File: config.mk
export PLATFORM = sky130hd
export DESIGN_NAME = xcvr_pwr_ctrl
export DESIGN_NICKNAME = d
export VERILOG_FILES = /design/src/rtl/xpc_pkg.sv /design/src/rtl/xpc_sync.sv /design/src/rtl/xpc_idle_timer.sv /design/src/rtl/xcvr_pwr_ctrl.sv
export SDC_FILE = /design/constraint.sdc
export NUM_CORES = 1
export LEC_CHECK = 0
export ABC_AREA = 1
export CAP_MARGIN = 10
export CORE_ASPECT_RATIO = 2
export CORE_UTILIZATION = 65
export CTS_BUF_LIST = sky130_fd_sc_hd__clkbuf_8
export CTS_CLUSTER_DIAMETER = 100
export DETAILED_ROUTE_END_ITERATION = 16
export PLACE_DENSITY = 0.84
export SLEW_MARGIN = 20
export SYNTH_ARGS = -nofsm -noshare
export SYNTH_HDL_FRONTEND = slang
export SYNTH_SLANG_ARGS = --single-unit
File: constraint.sdc
create_clock -name clk_i -period 5.42 [get_ports clk_i]
set_input_delay 1.084 -clock clk_i [delete_from_list [all_inputs] [get_ports clk_i]]
set_output_delay 1.084 -clock clk_i [all_outputs]
set_load 0.01 [all_outputs]
File: src/rtl/xpc_pkg.sv
package xpc_pkg;
  typedef enum logic {
    APD_LEVEL = 1'b0,
    APD_EDGE  = 1'b1
  } apd_mode_e;
endpackage

File: src/rtl/xpc_sync.sv
module xpc_sync #(
  parameter int unsigned    W       = 1,
  parameter logic [W-1:0]   RST_VAL = '0
) (
  input  logic         clk_i,
  input  logic         rst_ni,
  input  logic [W-1:0] d_i,
  output logic [W-1:0] q_o
);
  logic [W-1:0] meta_q, sync_q;

  always_ff @(posedge clk_i or negedge rst_ni) begin
    if (!rst_ni) begin
      meta_q <= RST_VAL;
      sync_q <= RST_VAL;
    end else begin
      meta_q <= d_i;
      sync_q <= meta_q;
    end
  end

  assign q_o = sync_q;
endmodule

File: src/rtl/xpc_idle_timer.sv
module xpc_idle_timer #(
  parameter int unsigned NL    = 1,
  parameter int unsigned LIMIT = 16
) (
  input  logic          clk_i,
  input  logic          rst_ni,
  input  logic [NL-1:0] lines_i,
  input  logic          hold_i,
  output logic          act_o,
  output logic          expired_o
);
  localparam int unsigned CW = $clog2(LIMIT + 1);
  localparam logic [CW-1:0] LIM = CW'(LIMIT);

  logic [NL-1:0] prev_q;
  logic [CW-1:0] cnt_q;

  assign act_o     = |(lines_i ^ prev_q);
  assign expired_o = (cnt_q == LIM);

  always_ff @(posedge clk_i or negedge rst_ni) begin
    if (!rst_ni) begin
      prev_q <= '0;
      cnt_q  <= '0;
    end else begin
      prev_q <= lines_i;
      if (act_o || hold_i) cnt_q <= '0;
      else if (!expired_o) cnt_q <= cnt_q + CW'(1);
    end
  end


  restart_chk: assert property (@(posedge clk_i) disable iff (!rst_ni)
    (act_o || hold_i) |=> (cnt_q == '0));

  count_up_chk: assert property (@(posedge clk_i) disable iff (!rst_ni)
    (!act_o && !hold_i && !expired_o) |=> (cnt_q == $past(cnt_q) + CW'(1)));

  expiry_sticky_chk: assert property (@(posedge clk_i) disable iff (!rst_ni)
    (expired_o && !act_o && !hold_i) |=> expired_o);
endmodule

File: src/rtl/xcvr_pwr_ctrl.sv
module xcvr_pwr_ctrl #(
  parameter int unsigned        N_TX     = 3,
  parameter int unsigned        N_RX     = 5,
  parameter xpc_pkg::apd_mode_e MODE     = xpc_pkg::APD_EDGE,
  parameter int unsigned        CLK_HZ   = 32_000_000,
  parameter int unsigned        IDLE_SEC = 30
) (
  input  logic            clk_i,
  input  logic            rst_ni,
  input  logic            force_off_ni,
  input  logic            force_on_i,
  input  logic            rx_en_ni,
  input  logic [N_RX-1:0] lvl_ok_i,
  input  logic [N_TX-1:0] tx_data_i,
  input  logic [N_RX-1:0] rx_data_i,
  output logic            tx_oe_o,
  output logic            rx_oe_o,
  output logic            rx_aux_oe_o,
  output logic            pump_en_o,
  output logic            invalid_no
);
  localparam int unsigned NDATA = N_TX + N_RX;
  localparam int unsigned SW    = 3 + N_RX + NDATA;
  localparam int unsigned LIMIT = CLK_HZ * IDLE_SEC;
  // force-off reads inactive (high) during reset; everything else low
  localparam logic [SW-1:0] SYNC_RST = {1'b1, {(SW-1){1'b0}}};

  logic [SW-1:0]    raw, s;
  logic             s_foff_n, s_fon, s_rxen_n;
  logic [N_RX-1:0]  s_lvl;
  logic [NDATA-1:0] s_data;
  logic             any_lvl, awake;

  assign raw = {force_off_ni, force_on_i, rx_en_ni, lvl_ok_i, tx_data_i, rx_data_i};

  xpc_sync #(.W(SW), .RST_VAL(SYNC_RST)) u_sync (
    .clk_i  (clk_i),
    .rst_ni (rst_ni),
    .d_i    (raw),
    .q_o    (s)
  );

  assign s_foff_n = s[SW-1];
  assign s_fon    = s[SW-2];
  assign s_rxen_n = s[SW-3];
  assign s_lvl    = s[NDATA +: N_RX];
  assign s_data   = s[NDATA-1:0];
  assign any_lvl  = |s_lvl;

  if (MODE == xpc_pkg::APD_EDGE) begin : g_edge
    logic act, expired;
    xpc_idle_timer #(.NL(NDATA), .LIMIT(LIMIT)) u_timer (
      .clk_i     (clk_i),
      .rst_ni    (rst_ni),
      .lines_i   (s_data),
      .hold_i    (!s_foff_n),
      .act_o     (act),
      .expired_o (expired)
    );
    // a fresh edge wakes the drivers in the cycle it is seen
    assign awake = act || !expired;
  end else begin : g_level
    logic unused_data;
    assign unused_data = ^s_data;
    assign awake = any_lvl;
  end

  assign tx_oe_o     = s_foff_n && (s_fon || awake);
  assign pump_en_o   = tx_oe_o;
  assign rx_oe_o     = s_foff_n && !s_rxen_n;
  assign rx_aux_oe_o = 1'b1;
  assign invalid_no  = any_lvl;


  force_off_chk: assert property (@(posedge clk_i) disable iff (!rst_ni)
    !s_foff_n |-> (!tx_oe_o && !pump_en_o));

  force_on_chk: assert property (@(posedge clk_i) disable iff (!rst_ni)
    (s_foff_n && s_fon) |-> tx_oe_o);

  rx_off_chk: assert property (@(posedge clk_i) disable iff (!rst_ni)
    !s_foff_n |-> (!rx_oe_o && rx_aux_oe_o));

  rx_en_chk: assert property (@(posedge clk_i) disable iff (!rst_ni)
    s_rxen_n |-> !rx_oe_o);
endmodule

==> Yosys cells after proc, flatten, opt, wreduce, memory -nomap -nowiden <==
Index checks and enable logic that the tools add are counted.
{ "classes": {"n_eq_ne": 2, "reduce_logical": 10, "bitwise_logic": 1, "addsub": 1, "muxes": 2} }
{ "op_table": {"columns": ["op", "count"], "rows": [
  ["two-way mux 30 bit", 2],
  ["adder 30 x 1 -> 30 bit, second input constant", 1],
  ["== test 30 bit, second input constant", 1],
  ["OR reduction 8 bit", 1],
  ["XOR 8 bit", 1],
  ["OR reduction 5 bit", 1],
  ["zero test 1 bit", 3],
  ["logical OR 1 bit", 3],
  ["logical AND 1 bit", 2],
  ["!= test 2 bit, second input constant", 1]
]} }
{ "word_totals": {"reg_bits": 70} }

==> Longest topological paths before layout <==
Gate-level depths: netlist of the first run.
{ "depth": {"word_depth": 5, "ltp_mapped": 10} }

==> By module <==
Synthesis of the first run repeated with hierarchy kept, for this count alone.
{ "unflattened": {"cells_unflattened": 411, "area_unflattened_um2": 3263.1} }
{ "by_module_without_submodules": {"columns": ["mod", "cells_per_inst", "area_each_um2", "n_inst"], "rows": [
  ["xpc_idle_timer", 366, 2401.1, 1],
  ["xpc_sync", 32, 803.3, 1],
  ["xcvr_pwr_ctrl", 13, 58.8, 1]
]} }

==> Least setup slack after synthesis of the first run <==
Ideal clock, no wire load.
{ "synth_timing": {"path_kind": "reg-to-output", "from": "register g_edge.u_timer.cnt_q[0]", "to": "output port tx_oe_o", "required_time_ps": 4336, "setup_slack_ps": 2878, "t_arrival_ps": 1458, "stages_incl_launch_ff": 11, "cell_sequence": "dfrtp_1 inv_2 ha_1 nand2_1 nor2_1 nand2_1 nor2_1 nand2_1 nor2_1 a21oi_1 buf_4"} }
{ "synth_between": {"elab_chain_len": 5} }
{ "synth_lines": {"columns": ["item", "line", "text"], "rows": [
  ["start: declaration", "xpc_idle_timer.sv:16", "logic [CW-1:0] cnt_q;"],
  ["start signal: assignment", "xpc_idle_timer.sv:28", "else if (!expired_o) cnt_q <= cnt_q + CW'(1);"],
  ["== test 30 bit", "xpc_idle_timer.sv:19", "assign expired_o = (cnt_q == LIM);"],
  ["zero test 1 bit", null, null],
  ["logical OR 1 bit", "xcvr_pwr_ctrl.sv:61", "assign awake = act || !expired;"],
  ["logical OR 1 bit", "xcvr_pwr_ctrl.sv:68", "assign tx_oe_o = s_foff_n && (s_fon || awake);"],
  ["logical AND 1 bit", "xcvr_pwr_ctrl.sv:68", null],
  ["end: declaration", "xcvr_pwr_ctrl.sv:16", "output logic tx_oe_o,"]
]} }
No other way between the ends.

==> Final worst setup path of the first run <==
{ "layout_timing": {"from": "register g_edge.u_timer.cnt_q[0]", "to": "output port pump_en_o"} }
{ "layout_between": {"elab_chain_len": 5} }
{ "layout_lines": {"columns": ["item", "line", "text"], "rows": [
  ["== test 30 bit", "xpc_idle_timer.sv:19", null],
  ["zero test 1 bit", null, null],
  ["logical OR 1 bit", "xcvr_pwr_ctrl.sv:61", null],
  ["logical OR 1 bit", "xcvr_pwr_ctrl.sv:68", null],
  ["logical AND 1 bit", "xcvr_pwr_ctrl.sv:68", null],
  ["end: declaration", "xcvr_pwr_ctrl.sv:19", "output logic pump_en_o,"]
]} }
No other way between the ends.

==> flow_summary.ini, run 1 <==
[status]
status = complete, no violations

[setup_path]
r2r_slack_ns = 3.67
required_ns = 4.34
cp-start-kind = register
crit_type = register to output pin
end_kind = output pin
crit_fanout = 5
reg2regPathDepth = 7
worstPathArrival_ns = 2.34

[clocking]
cts_resized = 0
cts_buffers = 9
post-cts-setup-buffers = 0
cts_tree = yes
cts_root_buf = clkbuf_8
clk_pin_slew_ns = 0.07
clock_sinks = 70
cts_hold_buf = 0
clockBufferDepth = 2
clock_latency_ns = 0.35
h-tree-depth = 3

[timing]
fin_crit_sh_pct = 63.1
worst_slew_margin_rel_pct = 60.3
min_period_ns = 3.42
hold_viol = 0
rsz0062_at_grt = false
tns_ns = 0
fin_skew_ns = 0.00907
hold_slack_ns = 0.350
fmax_mhz = 292
slew_viol_final = 0
tightest_slew_ns = 0.595
setup_viol = 0

[grt]
grt_pass1_wl_um = 12300
track_usage_pct = 33.5
grt_start_max_net_pins = 49
grt_pass1_vias = 2717
antenna_found_initial = 0
grt.overflow.total = 0

[power_and_ir_drop]
p_seq_share_pct = 54.6
internal_power_mw = 0.777
power.leakage_nw = 1.66
ir_drop_mv = 0.324
p_per_area_nw_per_um2 = 271
design_power_total_mw = 1.00
switchingPower_mw = 0.223
pwr-share-comb_pct = 4.4
power_frac_clock_pct = 41.0
p_sw_share_pct = 22.3

[detailed_routing]
drc = 0
dr.pass1.iters = 4
vias_per_cell = 5.21
routed_wl_um = 7390
num_vias = 2617
drt_iter0_markers = 77
antenna_left = 0
wire_per_inst_um = 14.7

[floorplanning]
die-area_um2 = 5310
rows = 36
die_w_um = 52.0
io_pins = 23
initial_core_util_pct = 67.5
die-height_um = 102
core_area_um2 = 4820

[layout]
nNetsFinal = 460
fillers = 377
diodes = 0
finalNonFillerCells = 502
area_growth_pct = 13.5
final_common_cell = nand2_1
drive_above_1_share_pct = 8.09
most-common-layout-cells = 134 x nand2_1, 93 x nor2_1, 68 x dfrtp_1
fin_area_um2 = 3690

[logic_synthesis]
synth_nets = 431
ys_types = 28
ys_seq_elements = 70
netlist_area_um2 = 3260
synth_top_area_share_pct = 52.3
yosys.area.top_type = dfrtp_1
yosys-top-cells-area = dfrtp_1 52%, nand2_1 15%, nor2_1 11%
ys_seq_area_share_pct = 53.9
synth_warnings = 0
synthCells = 411
synth.avg_cell_area_um2 = 7.92

[run]
drv_cap = 0

[placed_design]
dp_cells = 486
port_buffers = 21
placed_area_um2 = 3500
gp_congestion = 0.985
dp_hpwl_um = 5420

[hold_path]
hold_class = register to register
hold_depth = 0
[sequential cells by signal, indices dropped and copies added (netlist names)]
signal	count
g_edge.u_timer.cnt_q	30
u_sync.meta_q	16
u_sync.q_o	16
g_edge.u_timer.prev_q	8
[cells in the mapped netlist (all sizes together)]
cell type	n
o21ai	1
dfstp	2
nor2	102
nor3	6
xnor2	4
buf	4
nand4	1
nor3b	1
nand3	17
dfrtp	68
conb	1
a21o	4
inv	48
nand3b	2
clkinv	1
xor2	4
ha	2
nand2	138
a21oi	5
[power by group through the flow]
| stage | sequential (mW) | combinational, mW | clock [mW] |
|---|---|---|---|
| detailed placement | 0.556 | 0.0444 | 0 |
| global placement | 0.555 | 0.0424 | 0 |
| floorplan | 0.554 | 0.0166 | 0 |
| CTS | 0.546 | 0.0450 | 0.419 |
| finish | 0.546 | 0.0437 | 0.410 |
| global route | 0.548 | 0.0499 | 0.439 |
[through the flow]
| step | setup WS, ns | utilization [%] |
|---|---|---|
| 2_1_floorplan | 2.88 | - |
| 3_3_place_gp | 2.51 | 72.7 |
| 3_5_place_dp | 2.42 | 72.7 |
| 4_1_cts | 2.00 | 76.7 |
| 5_1_grt | 1.85 | 76.7 |
| 6_report | 2.00 | 76.7 |
[layer usage]
metal  vias to the layer above  GRT usage [%]  part of all wire [%]  routed length [um]
met5                         -              0                     0                   0
met4                         0           26.2                   5.9                 438
met3                        33           6.40                   3.8                 281
met2                        69           57.1                    54                3980
met1                      1226           34.6                    36                2690
li1                       1289              -                     -                   -
[cell type report]
type	count	area (um2)	share of cell area (%)
sequential	70	1750	47.5
multi-input combinational	288	1280	34.6
clock inverter	6	55.1	1.49
clock buffer	10	138	3.73
inverter	49	184	4.98
tap	57	71.3	1.93
timing repair buffer	22	213	5.76
[cell families after synthesis]
group	count (synthesis)	synth area share, %
and+or+nand+nor	267	34.3
adders and majority gates	2	0.769
xor gates and xnor gates	8	2.15
DFF	70	53.9
buffers and inverters	53	6.80
other	1	0.115
AOI/OAI and AO/OA	10	1.96
[worst max-delay path, cell delays in order, from the launching register on]
cell	delay, ns
dfrtp_1	0.44
inv_2	0.12
ha_1	0.16
nand2_1	0.05
nor2_1	0.10
nand2_1	0.07
nor2_1	0.18
nand2_1	0.15
nor2_1	0.12
a21oi_1	0.10
clkdlybuf4s50_1	0.50
[final timing paths]
| kind | startpoint | to |
|---|---|---|
| max in group asynchronous | rst_ni | g_edge.u_timer.cnt_q[0] |
| worst max register to register | g_edge.u_timer.cnt_q[0] | g_edge.u_timer.cnt_q[16] |
| worst max-delay path | g_edge.u_timer.cnt_q[0] | pump_en_o |
| worst min register to register | u_sync.meta_q[7] | u_sync.q_o[7] |
| worst min-delay path | u_sync.meta_q[7] | u_sync.q_o[7] |
| min in group asynchronous | rst_ni | u_sync.q_o[13] |
No activity file was read; power rests on OpenSTA's default activity.
==> run 2: changes to the inputs <==
CORE_UTILIZATION = 61   (was 65)
PLACE_DENSITY = 0.79   (was 0.84)
clock period = 3.6 ns   (was 5.42 ns; I/O delays follow)
==> run 2 against run 1 <==
  * Cell count is 0.20% higher
  * Flip-flop and latch count is the same
  * Clock power rose by 34%
  * Core utilization is 5.1 points lower
  * Die area increased by 6.4%
  * Critical path type unchanged
  * Largest power group unchanged
==> flow_summary.ini, run 2 (synthesis gave the netlist of run 1 again) <==
[detailed_routing]
antenna_left = 0
vias_per_cell = 5.16
wire_per_inst_um = 13.7
num_vias = 2596
routed_wl_um = 6880
drc = 0
drt_iter0_markers = 71
dr.pass1.iters = 4

[timing]
rsz0062_at_grt = false
hold_slack_ns = 0.354
fmax_mhz = 333
tns_ns = 0
min_period_ns = 3.00
slew_viol_final = 0
setup_slack_ns = 0.598
tightest_slew_ns = 0.833
hold_viol = 0
fin_crit_sh_pct = 83.4
fin_skew_ns = 0.0108
worst_slew_margin_rel_pct = 44.5
setup_viol = 0

[grt]
antenna_found_initial = 0
grt_pass1_vias = 2655
grt_pass1_wl_um = 11300
grt_start_max_net_pins = 71
grt.overflow.total = 0
track_usage_pct = 29.2

[layout]
largest_register_ffs = 30
diodes = 0
area_growth_pct = 13.0
finalNonFillerCells = 503
final_common_cell = nand2_1
drive_above_1_share_pct = 8.54
most-common-layout-cells = 134 x nand2_1, 93 x nor2_1, 68 x dfrtp_1
nNetsFinal = 460
fin_area_um2 = 3680
postLayoutCoreUtil_pct = 71.6
top_register = g_edge.u_timer.cnt_q

[floorplanning]
core_area_um2 = 5140
initial_core_util_pct = 63.4
die_w_um = 53.7
die-height_um = 105
die-area_um2 = 5650
io_pins = 23
rows = 37

[setup_path]
cp-start-kind = register
crit_type = register to output pin
end_kind = output pin
reg2regPathDepth = 7
r2r_slack_ns = 1.87
required_ns = 2.88
worstPathArrival_ns = 2.28
crit_fanout = 5
rr_startpoint = g_edge.u_timer.cnt_q[0]
rr_endpoint = g_edge.u_timer.cnt_q[16]

[clocking]
cts_tree = yes
clock_latency_ns = 0.36
cts_hold_buf = 0
clk_pin_slew_ns = 0.08
clockBufferDepth = 2
cts_buffers = 9
cts_resized = 0
post-cts-setup-buffers = 0
cts_root_buf = clkbuf_8
clock_sinks = 70
h-tree-depth = 3

[placed_design]
dp_hpwl_um = 5270
gp_congestion = 0.929
placed_area_um2 = 3500
port_buffers = 21
dp_cells = 487
pre_cts_ws_ns = 0.992

[hold_path]
hold_depth = 0
hold_class = register to register
hp-start = u_sync.meta_q[6]
hold_end = u_sync.q_o[6]

[power_and_ir_drop]
design_power_total_mw = 1.44
p_per_area_nw_per_um2 = 390
power.leakage_nw = 1.64
ir_drop_mv = 0.394

[status]
status = complete, no violations

[run]
drv_cap = 0
[run 2: area by class of cell]
cell class	count	area [um2]
Multi-Input combinational cell	288	1280
Timing Repair Buffer	22	213
Clock inverter	6	38.8
Inverter	49	184
Clock buffer	10	138
Fill cell	419	1460
Tap cell	58	72.6
Sequential cell	70	1750
[run 2: worst max-delay path, cell delays in order (launching register included)]
cell,delay (ns)
dfrtp_1,0.44
inv_2,0.12
ha_1,0.15
nand2_1,0.05
nor2_1,0.08
nand2_1,0.05
nor2_1,0.17
nand2_1,0.15
nor2_1,0.13
a21oi_1,0.09
clkdlybuf4s50_1,0.48
[run 2: where the power goes]
part | switching [mW] | total, mW | internal (mW)
registers | 0.0119 | 0.822 | 0.810
logic | 0.0348 | 0.0640 | 0.0292
clock network | 0.284 | 0.550 | 0.265
total | 0.331 | 1.44 | 1.10
[run 2: layer usage]
metal  GRT usage [%]  share of wire [%]  routed length, um  vias to the layer above
li1                -                  -                  -                     1292
met1            29.4                 36               2500                     1214
met2            48.7                 55               3770                       62
met3            6.93                3.1                214                       28
met4            21.6                5.7                392                        0
met5               0                  0                  0                        -
[run 2: how the worst max path moves through the flow]
stage / start / to / slack [ns] / depth (start not counted)
after floorplan: g_edge.u_timer.cnt_q[0] / tx_oe_o / 1.42 / 10
after global placement: g_edge.u_timer.cnt_q[0] / pump_en_o / 1.05 / 10
after detailed placement: g_edge.u_timer.cnt_q[0] / tx_oe_o / 0.99 / 10
after CTS: g_edge.u_timer.cnt_q[0] / tx_oe_o / 0.60 / 10
after global routing: g_edge.u_timer.cnt_q[0] / tx_oe_o / 0.40 / 10
final: g_edge.u_timer.cnt_q[0] / tx_oe_o / 0.60 / 10
==> run 3: changes to the inputs <==
CORE_UTILIZATION = 55   (was 61)
PLACE_DENSITY = 0.75   (was 0.79)
clock period = 2.6 ns   (was 3.6 ns; I/O delays follow)
==> run 3 against run 2 <==
  * Clock skew decreased by 0.0057 ns
  * Highest routed layer unchanged
  * Worst setup slack got worse by 0.47 ns
  * Die area increased by 11%
  * Flip-flop and latch count unchanged
  * Critical endpoint is now pump_en_o
  * Wire length increased by 2.9%
  * First-iteration DRC count increased by 15%
==> flow_summary.ini, run 3 (synthesis gave the netlist of run 1 again) <==
[clocking]
clock_latency_ns = 0.35
cts_hold_buf = 0
clk_pin_slew_ns = 0.07
clockBufferDepth = 2
h-tree-depth = 3
cts_tree = yes
cts_buffers = 9
clock_sinks = 70
cts_root_buf = clkbuf_8

[floorplanning]
core_area_um2 = 5710
io_pins = 23
die-height_um = 111
rows = 39
die_w_um = 56.4
initial_core_util_pct = 57.0
die-area_um2 = 6250

[layout]
most-common-layout-cells = 133 x nand2_1, 90 x nor2_1, 67 x dfrtp_1
nNetsFinal = 465
largest_register_ffs = 30
drive_above_1_share_pct = 10.9
area_growth_pct = 15.4
final_common_cell = nand2_1
postLayoutCoreUtil_pct = 65.8
diodes = 0
top_register = g_edge.u_timer.cnt_q

[power_and_ir_drop]
power.leakage_nw = 1.67
p_per_area_nw_per_um2 = 539
design_power_total_mw = 2.03
ir_drop_mv = 0.558

[timing]
fin_skew_ns = 0.00511
worst_slew_margin_rel_pct = 57.6
fin_crit_sh_pct = 94.9
fmax_mhz = 405
setup_viol = 0
setup_slack_ns = 0.133
min_period_ns = 2.47
rsz0062_at_grt = false
tightest_slew_ns = 0.633
hold_viol = 0
slew_viol_final = 0
tns_ns = 0

[grt]
antenna_found_initial = 0
track_usage_pct = 25.9
grt_pass1_vias = 2681
grt_start_max_net_pins = 34
grt_pass1_wl_um = 11900
grt.overflow.total = 0

[setup_path]
critPathBufInv = 2
end_kind = output pin
required_ns = 2.08
crit_type = register to output pin
crit_family = simple AND/OR/NAND/NOR gates
worstPathArrival_ns = 1.95
slowest_delay_ns = 0.40
r2r_slack_ns = 0.87
crit_fanout = 5
cpMostUsedCell = nand2_1
slowest_stage = dfrtp_1
worstPathCellList = inv_2, ha_1, nand2_1, nor2_1, nand2_1, nor2_4, nand2_2, nor2_2, a21oi_1, dlygate4sd2_1
cp-start-kind = register

[detailed_routing]
vias_per_cell = 5.01
dr.pass1.iters = 5
num_vias = 2560
antenna_left = 0
wire_per_inst_um = 13.8
drt_iter0_markers = 82
routed_wl_um = 7070
drc = 0

[placed_design]
port_buffers = 21
pre_cts_ws_ns = 0.132
gp_congestion = 0.981
dp_hpwl_um = 5420

[status]
status = complete, no violations

[hold_path]
hold_class = input port to asynchronous set/reset pin

[run]
drv_cap = 0
run 3: final timing paths:
check | endpoint | cells after the start | start
setup / recovery | pump_en_o | 10 | g_edge.u_timer.cnt_q[0]
hold / removal | u_sync.meta_q[6] | 1 | rst_ni
setup reg to reg | g_edge.u_timer.cnt_q[28] | 9 | g_edge.u_timer.cnt_q[0]
hold reg to reg | u_sync.q_o[14] | 0 | u_sync.meta_q[14]
max in group asynchronous | g_edge.u_timer.cnt_q[19] | 2 | rst_ni
min in group clk_i | u_sync.q_o[14] | 0 | u_sync.meta_q[14]
run 3: timing repair:
| item | 4_1_cts | 5_1_grt |
|---|---|---|
| resized for setup | 4 | 4 |
| pin swaps | 0 | 1 |
| setup buffers | 1 | 1 |
| endpoints found under the setup margin | 2 | 2 |
run 3: layer usage:
metal | up-vias | routed length [um] | GRT usage, %
met3 | 24 | 180 | 5.72
met5 | - | 0 | 0
met4 | 0 | 403 | 20.5
met2 | 41 | 3970 | 45.7
met1 | 1198 | 2520 | 24.6
li1 | 1297 | - | -
run 3: cell type report:
| cell class | count | area, um2 |
|---|---|---|
| fillers | 511 | 1950 |
| flip-flops and latches | 70 | 1760 |
| multi-input cells | 288 | 1290 |
| repair buffers | 27 | 260 |
| inverters | 49 | 184 |
| clock buffers | 11 | 151 |
| well taps | 61 | 76.3 |
| clock inverters | 5 | 33.8 |
run 3: power breakdown:
part	leakage (nW)	switching, mW	internal (mW)	total (mW)
sequential	0.881	0.0160	1.12	1.14
combinational	0.701	0.0485	0.0424	0.0908
clock	0.0913	0.401	0.396	0.797
run 3: per-stage QoR:
stage / std cells / cell area (um2) / hold slack [ns]
4_1_cts: 510 / 3740 / 0.103
3_3_place_gp: 493 / 3540 / 0.332
5_1_grt: 511 / 3760 / 0.136
6_report: 511 / 3760 / 0.110
3_5_place_dp: 493 / 3540 / 0.336
2_1_floorplan: 411 / 3260 / 0.224
